## src/rtl/trip_cmd_pkg.sv

```systemverilog
package trip_cmd_pkg;
  typedef enum logic [1:0] {
    KIND_NONE = 2'd0,
    KIND_SET  = 2'd1,
    KIND_CLR  = 2'd2
  } trip_kind_e;

  localparam int FRAME_BYTES = 3;
endpackage

```

## src/rtl/trip_frame_track.sv

```systemverilog
// Tracks whether a frame is open and whether its high-voltage qualifier
// has held continuously since the start.
module trip_frame_track (
  input  logic clk,
  input  logic rst,
  input  logic start_i,
  input  logic stop_i,
  input  logic hv_i,
  input  logic busy_i,
  output logic open_o,
  output logic qual_o
);
  always_ff @(posedge clk) begin
    if (rst) begin
      open_o <= 1'b0;
      qual_o <= 1'b0;
    end else if (!busy_i) begin
      if (start_i) begin
        open_o <= 1'b1;
        // a start inside an open frame poisons it until the stop
        qual_o <= hv_i & ~open_o;
      end else if (stop_i) begin
        open_o <= 1'b0;
        qual_o <= 1'b0;
      end else if (open_o && !hv_i) begin
        qual_o <= 1'b0;
      end
    end
  end
endmodule

```

## src/rtl/trip_seq_match.sv

```systemverilog
// Compares the received bytes of an open frame against the two command shapes.
module trip_seq_match
  import trip_cmd_pkg::*;
#(
  parameter int          DATA_W   = 8,
  parameter logic [DATA_W-1:0] DEV_BYTE = 8'hA0,
  parameter logic [DATA_W-1:0] SET_BYTE = 8'h01,
  parameter logic [DATA_W-1:0] CLR_BYTE = 8'h03,
  parameter logic [DATA_W-1:0] DAT_BYTE = 8'h00
) (
  input  logic              clk,
  input  logic              rst,
  input  logic              start_i,
  input  logic              byte_vld_i,
  input  logic [DATA_W-1:0] byte_i,
  input  logic              open_i,
  input  logic              busy_i,
  output trip_kind_e        kind_o,
  output logic              match_o
);
  localparam int IDX_W = $clog2(FRAME_BYTES + 1);
  localparam logic [IDX_W-1:0] IDX_LAST = IDX_W'(FRAME_BYTES);

  logic [IDX_W-1:0] idx_q;
  logic             bad_q;

  always_ff @(posedge clk) begin
    if (rst) begin
      idx_q  <= '0;
      bad_q  <= 1'b0;
      kind_o <= KIND_NONE;
    end else if (!busy_i) begin
      if (start_i) begin
        idx_q  <= '0;
        bad_q  <= 1'b0;
        kind_o <= KIND_NONE;
      end else if (byte_vld_i && open_i) begin
        case (idx_q)
          IDX_W'(0): if (byte_i != DEV_BYTE) bad_q <= 1'b1;
          IDX_W'(1): begin
            if (byte_i == SET_BYTE)      kind_o <= KIND_SET;
            else if (byte_i == CLR_BYTE) kind_o <= KIND_CLR;
            else                         bad_q  <= 1'b1;
          end
          IDX_W'(2): if (byte_i != DAT_BYTE) bad_q <= 1'b1;
          default:   bad_q <= 1'b1;
        endcase
        if (idx_q != IDX_LAST) idx_q <= idx_q + 1'b1;
      end
    end
  end

  assign match_o = (idx_q == IDX_LAST) && !bad_q && (kind_o != KIND_NONE);
endmodule

```

## src/rtl/trip_action_ctrl.sv

```systemverilog
// Fires the request at the stop and holds busy until the qualifier drops.
module trip_action_ctrl
  import trip_cmd_pkg::*;
(
  input  logic       clk,
  input  logic       rst,
  input  logic       stop_i,
  input  logic       open_i,
  input  logic       qual_i,
  input  logic       hv_i,
  input  logic       wel_i,
  input  logic       match_i,
  input  trip_kind_e kind_i,
  output logic       prog_o,
  output logic       erase_o,
  output logic       busy_o
);
  logic fire;

  assign fire = stop_i & ~busy_o & open_i & qual_i & hv_i & wel_i & match_i;

  always_ff @(posedge clk) begin
    if (rst) begin
      prog_o  <= 1'b0;
      erase_o <= 1'b0;
      busy_o  <= 1'b0;
    end else begin
      prog_o  <= fire && (kind_i == KIND_SET);
      erase_o <= fire && (kind_i == KIND_CLR);
      if (busy_o && !hv_i) busy_o <= 1'b0;
      else if (fire)       busy_o <= 1'b1;
    end
  end
endmodule

```

## src/rtl/trip_cmd_decoder.sv

```systemverilog
module trip_cmd_decoder
  import trip_cmd_pkg::*;
#(
  parameter int          DATA_W   = 8,
  parameter logic [DATA_W-1:0] DEV_BYTE = 8'hA0,
  parameter logic [DATA_W-1:0] SET_BYTE = 8'h01,
  parameter logic [DATA_W-1:0] CLR_BYTE = 8'h03,
  parameter logic [DATA_W-1:0] DAT_BYTE = 8'h00
) (
  input  logic              clk,
  input  logic              rst,
  input  logic              bus_start,
  input  logic              bus_stop,
  input  logic              byte_vld,
  input  logic [DATA_W-1:0] byte_data,
  input  logic              hv_present,
  input  logic              wel,
  output logic              program_req,
  output logic              erase_req,
  output logic              busy
);
  logic       frame_open;
  logic       frame_qual;
  logic       seq_match;
  trip_kind_e seq_kind;

  trip_frame_track u_track (
    .clk     (clk),
    .rst     (rst),
    .start_i (bus_start),
    .stop_i  (bus_stop),
    .hv_i    (hv_present),
    .busy_i  (busy),
    .open_o  (frame_open),
    .qual_o  (frame_qual)
  );

  trip_seq_match #(
    .DATA_W   (DATA_W),
    .DEV_BYTE (DEV_BYTE),
    .SET_BYTE (SET_BYTE),
    .CLR_BYTE (CLR_BYTE),
    .DAT_BYTE (DAT_BYTE)
  ) u_match (
    .clk        (clk),
    .rst        (rst),
    .start_i    (bus_start),
    .byte_vld_i (byte_vld),
    .byte_i     (byte_data),
    .open_i     (frame_open),
    .busy_i     (busy),
    .kind_o     (seq_kind),
    .match_o    (seq_match)
  );

  trip_action_ctrl u_act (
    .clk     (clk),
    .rst     (rst),
    .stop_i  (bus_stop),
    .open_i  (frame_open),
    .qual_i  (frame_qual),
    .hv_i    (hv_present),
    .wel_i   (wel),
    .match_i (seq_match),
    .kind_i  (seq_kind),
    .prog_o  (program_req),
    .erase_o (erase_req),
    .busy_o  (busy)
  );
endmodule

```

## config.mk

```make
export PLATFORM = sky130hd
export DESIGN_NAME = trip_cmd_decoder
export DESIGN_NICKNAME = d
export VERILOG_FILES = /design/src/rtl/trip_cmd_pkg.sv /design/src/rtl/trip_frame_track.sv /design/src/rtl/trip_seq_match.sv /design/src/rtl/trip_action_ctrl.sv /design/src/rtl/trip_cmd_decoder.sv
export SDC_FILE = /design/constraint.sdc
export NUM_CORES = 1
export LEC_CHECK = 0
export ABC_CLOCK_PERIOD_IN_PS = 1700
export BUFFER_PORTS_ARGS = -buffer_cell sky130_fd_sc_hd__buf_2
export CELL_PAD_IN_SITES_DETAIL_PLACEMENT = 0
export CELL_PAD_IN_SITES_GLOBAL_PLACEMENT = 1
export CORE_MARGIN = 2
export CORE_UTILIZATION = 31
export CTS_BUF_LIST = sky130_fd_sc_hd__clkbuf_4
export CTS_CLUSTER_DIAMETER = 30
export CTS_CLUSTER_SIZE = 16
export DETAILED_ROUTE_END_ITERATION = 6
export PLACE_DENSITY_LB_ADDON = 0.1
export SETUP_SLACK_MARGIN = 0.15
export SLEW_MARGIN = 5
export SYNTH_ARGS = -nofsm -noshare
export SYNTH_HDL_FRONTEND = slang
export SYNTH_SLANG_ARGS = --single-unit
```

## constraint.sdc

```tcl
create_clock -name clk -period 1.7 [get_ports clk]
set_clock_uncertainty 0.2 [all_clocks]
set_input_delay 0.255 -clock clk [delete_from_list [all_inputs] [get_ports clk]]
set_output_delay 0.255 -clock clk [all_outputs]
set_load 0.03 [all_outputs]
```

==> impl_metrics.ini, run 1 <==
[clock_network]
cts-hold-fix-buffers = 0
cts_num_sinks = 10
cts_inserted_buffers = 3
root_buffer = clkbuf_4
clk_pin_slew_worst_paths_ns = 0.07
clk_latency_ns = 0.27
cts_buffer_depth = 2
htree_levels = 1
cts_tree = built

[place]
dpl.cell_count = 115
gp_congestion = 0.761
dp_slack_ns = 0.129
io_buffers = 17

[synthesis]
synthAdderAreaFrac_pct = 7.69
synth_top_family_by_area = simple AND/OR/NAND/NOR gates
ys_ff_latch = 10
synth_edf_count = 0
synth_mux_area_share_pct = 0
yosysTopAreaCell = dfxtp_1
yosysUniqueCellTypes = 33
postSynth.asyncResetShare_pct = 0
syn_area_per_cell_um2 = 9.16
syn_inst = 71
synthTopCellsByArea = dfxtp_1 31%, ha_1 7.7%, nand3b_1 4.6%
synth.most_common_cell = dfxtp_1
synthFlopType = dfxtp_1
synthesis.area_um2 = 651
ys_top_cells_by_count = 10 x dfxtp_1, 6 x inv_1
syn_nets = 90
synthXorXnorAreaFrac_pct = 0
yosys.area_share.simple_pct = 38.7
synth_top_area_share_pct = 30.8
yosys_warnings = 0
synth_compound_area_share_pct = 16.9
ys_seq_area_share_pct = 30.8

[pwr]
peakVddDrop_mv = 0.323
p_leak_nw = 0.301
cellPowerDensity_nw_per_um2 = 593
total_power_w = 0.000489

[critical_path]
cp-start-kind = flip-flop
path_class = flip-flop to flip-flop
arrival_ns = 1.51
critPathTopFamily = simple AND/OR/NAND/NOR gates
r2r_setup_slack_ns = 0.19
crit_path_max_incr_delay_ns = 0.57
crit_fanout = 11
required_ns = 1.71
worst-path-buf-inv = 0
worstSetupEndpointType = flip-flop
path_cells = nand2b_1 > or4_4 > nor3_2
crit_slowest_cell = or4_4

[sta]
fin_crit_sh_pct = 88.5
maxSlewHeadroom_pct = 75.3
setup_tns_ns = 0
setup_viol = 0
tightest_slew_ns = 0.369
clock.fmax_ghz = 0.664
finalHoldViolations = 0
post-route-min-period_ns = 1.51
setup_slack_ns = 0.195
rsz0062_at_grt = false
drv_slew = 0

[floorplan]
die-area_um2 = 2480
ios = 18
rows = 16
dieHeight_um = 49.8
die_x_um = 49.8
start_util_pct = 33.2
fp.coreArea_um2 = 1960

[final_layout]
final_nets = 112
synthToLayoutAreaGrowth_pct = 26.7
drive_above_1_share_pct = 34.8
stdcell_count = 119
fin_util_pct = 42.0
n_antenna_cell = 0

[detailed_routing]
wl_per_cell_um = 12.8
drt_wl_total_um = 1520
drtIter0Drc = 11
drc_errors = 0
vias = 614
dr.pass1.iters = 4
final_antenna_net_count = 0
viasPerCell = 5.16

[flow_run]
cap_violations = 0

[global_routing]
grt.overflow.total = 0
grt_max_degree = 12
grt_pass1_vias = 591
antenna_found_initial = 0
grt_pass1_wl_um = 2560
grt_usage_pct = 13.7

[min_path]
hold_class = input pin to flip-flop

[run_status]
status = complete, no violations
power by group:
group | switching, W | internal, W
clock | 0.0000925 | 0.0000851
sequential | 0.00000462 | 0.000237
combinational | 0.0000375 | 0.0000324
total | 0.000135 | 0.000355
final cells by class:
type | count | area (um2)
flip-flops and latches | 10 | 205
repair buffers | 19 | 100
multi-input cells | 53 | 437
clock buffers | 3 | 22.5
well taps | 27 | 33.8
fillers | 222 | 1140
inverters | 6 | 22.5
clock inverters | 1 | 3.75
worst reg2reg max path: cells and delay by family, from the launching register on:
kind	cells	cell delay (ns)
DFF	1	0.37
and+or+nand+nor	3	0.86
cell usage in the layout (no fill, tap or decap), types with 2 or more instances in the layout:
cell type  synthesis  routed
a211o_1            2       2
a21oi_1            4       3
a31oi_1            2       2
buf_2              1      17
buf_4              0       2
clkbuf_4           0       3
dfxtp_1           10       8
ha_1               4       4
inv_1              6       6
nand2b_1           2       2
nand3_1            4       4
nand3b_1           4       4
nor2_1             4       4
nor3_2             2       2
nor3b_1            3       3
o2111ai_1          2       2
o211ai_1           2       2
o21ai_0            2       2
kinds of logic after synthesis:
| kind of cell | count (synthesis) |
|---|---|
| simple gates | 33 |
| compound gates | 16 |
| buf+inv | 8 |
| flops | 10 |
| fa+ha+maj | 4 |
timing repair:
item,4_1_cts,5_1_grt
gates cloned,0,0
hold endpoints to repair,0,0
gates resized for setup,2,3
buffers inserted,0,0
endpoints found under the setup margin,1,1
pin swaps,0,2
flip-flops by register name, indices dropped and copies added (netlist names):
register,flops
u_match.kind_o,2
u_track.open_o,1
u_act.erase_o,1
u_act.busy_o,1
u_track.qual_o,1
u_match.idx_q,2
u_act.prog_o,1
u_match.bad_q,1
metrics by stage:
stage / area, um2 / hold slack (ns)
floorplan: 652 / 0.200
global placement: 769 / 0.279
detailed placement: 769 / 0.267
CTS: 813 / 0.0703
global route: 825 / 0.0903
finish: 825 / 0.0671
layer usage:
metal  track usage, %  vias up  routed length (um)
met4             2.78        0                  34
li1                 -      307                   -
met3             5.76        7                  67
met5                0        -                   0
met1             16.7      289                 677
met2             22.4       11                 743
path summary, 6_finish.rpt:
check                             start                          to  cells past startpoint
max           u_act.busy_o$_SDFFE_PP0P_     u_act.prog_o$_SDFF_PP0_                      3
min                          hv_present   u_act.busy_o$_SDFFE_PP0P_                      3
max reg2reg   u_act.busy_o$_SDFFE_PP0P_     u_act.prog_o$_SDFF_PP0_                      3
min reg2reg  u_match.bad_q$_SDFFE_PP0P_  u_match.bad_q$_SDFFE_PP0P_                      1
(Power assumes the default switching activity.)
==> run 2: changes to the inputs <==
--- a/config.mk
+++ b/config.mk
@@ -16,6 +16,7 @@
 export CTS_CLUSTER_SIZE = 16
 export DETAILED_ROUTE_END_ITERATION = 6
 export PLACE_DENSITY_LB_ADDON = 0.1
+export RECOVER_POWER = 25
 export SETUP_SLACK_MARGIN = 0.15
 export SLEW_MARGIN = 5
 export SYNTH_ARGS = -nofsm -noshare
==> constraint.sdc (replaced) <==
create_clock -name clk -period 1.7 [get_ports clk]
set_clock_uncertainty 0.2 [all_clocks]
set_input_delay 0.17 -clock clk [delete_from_list [all_inputs] [get_ports clk]]
set_output_delay 0.17 -clock clk [all_outputs]
set_load 0.03 [all_outputs]
==> run 2 against run 1 <==
  * Total power fell by 1.5%
  * First-iteration DRC count fell by 91%
  * Clock power fell by 4%
  * Critical endpoint is now u_match.idx_q[0]$_SDFFE_PP0P_
==> impl_metrics.ini, run 2 (synthesized netlist as in run 1, its figures left out) <==
[detailed_routing]
viasPerCell = 4.97
drc_errors = 0
wl_per_cell_um = 12.2
dr.pass1.iters = 3
final_antenna_net_count = 0
drtIter0Drc = 1
drt_wl_total_um = 1470
vias = 601

[sta]
clock.fmax_ghz = 0.671
tightest_slew_ns = 0.403
finalHoldViolations = 0
fin_crit_sh_pct = 87.6
setup_slack_ns = 0.210
post-route-min-period_ns = 1.49
maxSlewHeadroom_pct = 73.1
rsz0062_at_grt = false
drv_slew = 0
setup_tns_ns = 0
setup_viol = 0

[clock_network]
cts_inserted_buffers = 3
cts_tree = built
root_buffer = clkbuf_4
cts_buffer_depth = 2
cts_num_sinks = 10
clk_pin_slew_worst_paths_ns = 0.07
htree_levels = 1
clk_latency_ns = 0.27

[floorplan]
start_util_pct = 33.2
fp.coreArea_um2 = 1960
rows = 16
ios = 18
die-area_um2 = 2480
dieHeight_um = 49.8
die_x_um = 49.8

[place]
dpl.cell_count = 114
gp_congestion = 0.755
dp_slack_ns = 0.169
io_buffers = 17
hpwl_um = 1130

[critical_path]
required_ns = 1.69
path_cells = ha_2 > nand4bb_4 > or3_1 > a21oi_1
arrival_ns = 1.48
r2r_end = u_match.idx_q[0]$_SDFFE_PP0P_
reg2reg_from = u_match.idx_q[0]$_SDFFE_PP0P_
path_class = flip-flop to flip-flop
crit_slowest_cell = dfxtp_4
cp-start-kind = flip-flop
crit_path_max_incr_delay_ns = 0.36
worstSetupEndpointType = flip-flop
r2r_setup_slack_ns = 0.21
crit_fanout = 5
r2r_cells = 4

[final_layout]
n_fill_cell = 224
layout_commonest_cell = buf_2
n_antenna_cell = 0
layout_common_cells = 13 x buf_2, 6 x inv_1, 6 x dfxtp_1
stdcell_count = 121
drive_above_1_share_pct = 34.0
largestRegisters = u_match.idx_q x2, u_match.kind_o x2
synthToLayoutAreaGrowth_pct = 31.2
final_nets = 114

[pwr]
p_leak_nw = 0.306
peakVddDrop_mv = 0.409
cellPowerDensity_nw_per_um2 = 564

[global_routing]
antenna_found_initial = 0
grt_pass1_vias = 561
grt.overflow.total = 0
grt_pass1_wl_um = 2350
grt_usage_pct = 12.9
grt_max_degree = 12

[flow_run]
cap_violations = 0

[min_path]
whs_endpoint = u_act.busy_o$_SDFFE_PP0P_
hold_class = input pin to flip-flop
worstHoldPathCells = 3
min_from = rst

[run_status]
status = complete, no violations
## run 2: per-stage QoR
| step | util (%) | total power (W) | instance area (um2) | hold slack, ns |
|---|---|---|---|---|
| final | 43.5 | 0.000482 | 853 | 0.0125 |
| after global routing | 43.5 | 0.000511 | 853 | 0.0154 |
| after CTS | 40.7 | 0.000484 | 798 | 0.00887 |
| after detailed placement | 38.8 | 0.000311 | 762 | 0.272 |
| after global placement | 38.8 | 0.000311 | 762 | 0.266 |
| after floorplan | - | 0.000280 | 652 | 0.115 |
## run 2: repair_timing
| action | 4_1_cts | 5_1_grt |
|---|---|---|
| resized for setup | 0 | 10 |
| hold endpoints to repair | 1 | 0 |
| endpoints found under the setup margin | 0 | 5 |
| hold buffers | 1 | 0 |
| buffers inserted | 0 | 2 |
## run 2: worst max path at each step
stage / endpoint / from / cells after the start / slack (ns)
6_report: u_match.idx_q[0]$_SDFFE_PP0P_ / u_match.idx_q[0]$_SDFFE_PP0P_ / 4 / 0.21
3_3_place_gp: u_match.kind_o[0]$_SDFFE_PP0P_ / u_match.idx_q[1]$_SDFFE_PP0P_ / 5 / 0.20
3_5_place_dp: u_match.kind_o[0]$_SDFFE_PP0P_ / u_match.idx_q[1]$_SDFFE_PP0P_ / 5 / 0.17
2_1_floorplan: u_act.prog_o$_SDFF_PP0_ / u_act.busy_o$_SDFFE_PP0P_ / 3 / 0.23
4_1_cts: u_match.idx_q[0]$_SDFFE_PP0P_ / u_match.idx_q[0]$_SDFFE_PP0P_ / 4 / 0.15
5_1_grt: u_act.prog_o$_SDFF_PP0_ / u_match.idx_q[0]$_SDFFE_PP0P_ / 4 / 0.15
## run 2: cell type report
type	count	area (um2)	share of cell area (%)
inverters	6	22.5	2.64
flip-flops and latches	10	210	24.6
repair buffers	21	123	14.4
clock inverters	1	3.75	0.440
well taps	27	33.8	3.96
clock buffers	3	22.5	2.64
multi-input cells	53	438	51.3
## run 2: layer usage
layer	GRT usage [%]	up-vias	wire length, um
li1	-	316	-
met1	14.9	274	698
met2	20.7	9	696
met3	6.36	2	64
met4	4.17	0	12
met5	0	-	0
## run 2: power by group
part / internal (W) / total [W] / switching, W
registers: 0.000236 / 0.000242 / 0.00000563
logic: 0.0000339 / 0.0000704 / 0.0000365
clock network: 0.0000849 / 0.000170 / 0.0000848
total: 0.000355 / 0.000482 / 0.000127
## run 2: worst max-delay path, delay by kind of cell, from the launching register on
family / cells / cell delay (ns)
adders and majority gates: 1 / 0.18
and+or+nand+nor: 2 / 0.55
DFF: 1 / 0.36
AOI/OAI and AO/OA: 1 / 0.13
==> run 3: changes to the inputs <==
--- a/config.mk
+++ b/config.mk
@@ -5,6 +5,7 @@
 export SDC_FILE = /design/constraint.sdc
 export NUM_CORES = 1
 export LEC_CHECK = 0
+export ABC_AREA = 1
 export ABC_CLOCK_PERIOD_IN_PS = 1700
 export BUFFER_PORTS_ARGS = -buffer_cell sky130_fd_sc_hd__buf_2
 export CELL_PAD_IN_SITES_DETAIL_PLACEMENT = 0
==> run 3 against run 2 <==
  * First-iteration DRC count rose to 5.0 times the previous value
  * Die area decreased by 4.6%
  * Area after synthesis decreased by 5.0%
  * Setup slack gained 0.14 ns
  * Non-clock buffer count decreased by 3
  * Total power grew 0.76%
  * Critical path type unchanged
  * Core utilization decreased by 3.3 points
  * Highest routed layer is now met3
  * Global-route usage shrank 0.22 points
  * Sequential power is 2% higher
  * Maximum frequency grew 10%
  * Final area decreased by 9.5%
  * Final cell count is 18% higher
==> impl_metrics.ini, run 3 <==
[synthesis]
synthesis.area_um2 = 618
synth_edf_count = 0
postSynth.asyncResetShare_pct = 0
synth_top_area_share_pct = 32.4
synthTopCellsByArea = dfxtp_1 32%, nand2_1 13%, ha_1 8.1%
synthFlopType = dfxtp_1
yosys_warnings = 0
ys_ff_latch = 10
ys_top_cells_by_count = 22 x nand2_1, 12 x inv_1, 12 x nor2_1
syn_inst = 94
yosysUniqueCellTypes = 18
synth.most_common_cell = nand2_1
syn_area_per_cell_um2 = 6.58
ys_seq_area_share_pct = 32.4
yosysTopAreaCell = dfxtp_1
syn_nets = 113

[sta]
whs_ns = 0.0121
drv_slew = 0
setup_tns_ns = 0
finalHoldViolations = 0
clock.fmax_ghz = 0.738
setup_viol = 0
post-route-min-period_ns = 1.35
tightest_slew_ns = 0.358
rsz0062_at_grt = false
fin_crit_sh_pct = 79.7
maxSlewHeadroom_pct = 76.3

[floorplan]
rows = 16
die-area_um2 = 2370
die_x_um = 48.7
dieHeight_um = 48.7
ios = 18
start_util_pct = 32.2
fp.coreArea_um2 = 1920

[pwr]
cellPowerDensity_nw_per_um2 = 629
p_leak_nw = 0.364
peakVddDrop_mv = 0.253

[clock_network]
cts_tree = built
post_cts_buffers = 0
cts_resized = 0
cts-hold-fix-buffers = 1
cts_buffer_depth = 2
clk_pin_slew_worst_paths_ns = 0.07
cts_inserted_buffers = 3
htree_levels = 1
clk_latency_ns = 0.26
cts_num_sinks = 10
root_buffer = clkbuf_4

[critical_path]
path_cells = inv_1 > ha_1 > nand2_1 > nor2_1 > nand2_1 > nand2_1 > nand2_1 > nand3_1 > a21oi_1
worst-path-buf-inv = 1
critPathTopFamily = flip-flops
required_ns = 1.69
crit_top_cell = nand2_1
crit_path_max_incr_delay_ns = 0.38
reg2reg_from = u_match.idx_q[0]$_SDFFE_PP0P_
cp-start-kind = flip-flop
crit_fanout = 4
worstSetupEndpointType = flip-flop
startpoint = u_match.idx_q[0]$_SDFFE_PP0P_
crit_slowest_cell = dfxtp_1
path_class = flip-flop to flip-flop
arrival_ns = 1.35

[global_routing]
grt.overflow.total = 0
grt_usage_pct = 12.7
antenna_found_initial = 0
grt_max_degree = 7
grt_pass1_wl_um = 2340
grt_pass1_vias = 602

[final_layout]
final_nets = 136
drive_above_1_share_pct = 26.7
fin_util_pct = 40.2
n_antenna_cell = 0
layout_common_cells = 22 x nand2_1, 16 x buf_2, 13 x inv_1
largestRegisters = u_match.idx_q x2, u_match.kind_o x2
synthToLayoutAreaGrowth_pct = 24.9
n_fill_cell = 219
layout_commonest_cell = nand2_1
fin_area_um2 = 772

[flow_run]
cap_violations = 0

[min_path]
min_from = hv_present
hold_class = input pin to flip-flop

[place]
gp_congestion = 0.732
io_buffers = 17
placed_cell_area_um2 = 737
hpwl_um = 1030

[run_status]
status = complete, no violations

[detailed_routing]
final_antenna_net_count = 0
drt_wl_total_um = 1240
dr.pass1.iters = 4
viasPerCell = 4.25
wl_per_cell_um = 8.70
vias = 608
drc_errors = 0
drtIter0Drc = 5
-- run 3: cell count changes in the layout (fill, tap and decap cells not counted), sizes merged, moves of 3 or more --
cell    before  now
a21oi        4    9
nand2b       3    0
nand3        4   10
inv          6   16
nor2         4   14
nand2        0   25
nor3b        3    0
nand3b       4    0
-- run 3: per-stage QoR --
| stage | worst slack [ns] | total power [W] | cells |
|---|---|---|---|
| 6_report | 0.345 | 0.000485 | 143 |
| 4_1_cts | 0.331 | 0.000496 | 143 |
| 5_1_grt | 0.196 | 0.000521 | 143 |
| 3_5_place_dp | 0.341 | 0.000324 | 138 |
| 3_3_place_gp | 0.389 | 0.000324 | 138 |
| 2_1_floorplan | 0.326 | 0.000295 | 94 |
-- run 3: kinds of logic after synthesis --
family                     count (synthesis)  share of synthesized area (%)
AOI/OAI and AO/OA                         11                           9.51
adders and majority gates                  4                           8.10
buffers and inverters                     16                           9.72
DFF                                       10                           32.4
and+or+nand+nor                           53                           40.3
-- run 3: power by group --
| group | internal, W | total [W] | switching, W |
|---|---|---|---|
| combinational | 0.0000323 | 0.0000730 | 0.0000407 |
| clock | 0.0000846 | 0.000165 | 0.0000803 |
| sequential | 0.000241 | 0.000247 | 0.00000636 |
-- run 3: layer usage --
metal	vias to the layer above	part of all wire [%]	wire, um	GRT usage [%]
met2	7	45	565	19.2
met5	-	0	0	0
met1	263	51	634	15.8
met4	0	0	0	7.14
li1	338	-	-	-
met3	0	3.5	44	4.01
-- run 3: final timing paths --
| path | end | slack, ns | depth (start not counted) |
|---|---|---|---|
| hold / removal | u_act.busy_o$_SDFFE_PP0P_ | 0.01 | 3 |
| setup reg to reg | u_match.bad_q$_SDFFE_PP0P_ | 0.35 | 9 |
| setup / recovery | u_match.bad_q$_SDFFE_PP0P_ | 0.35 | 9 |
| hold reg to reg | u_match.bad_q$_SDFFE_PP0P_ | 0.26 | 2 |
-- run 3: layout make-up --
cell class | instances | area, um2 | share of cell area [%]
Clock inverter | 1 | 3.75 | 0.486
Multi-Input combinational cell | 68 | 358 | 46.4
Clock buffer | 3 | 22.5 | 2.92
Sequential cell | 10 | 200 | 25.9
Inverter | 16 | 60.1 | 7.78
Tap cell | 27 | 33.8 | 4.38
Timing Repair Buffer | 18 | 93.8 | 12.2
-- run 3: worst min-delay path, cell delays in order --
cell and delay (ns):
buf_2 0.09, o21ai_0 0.07, a21oi_1 0.10
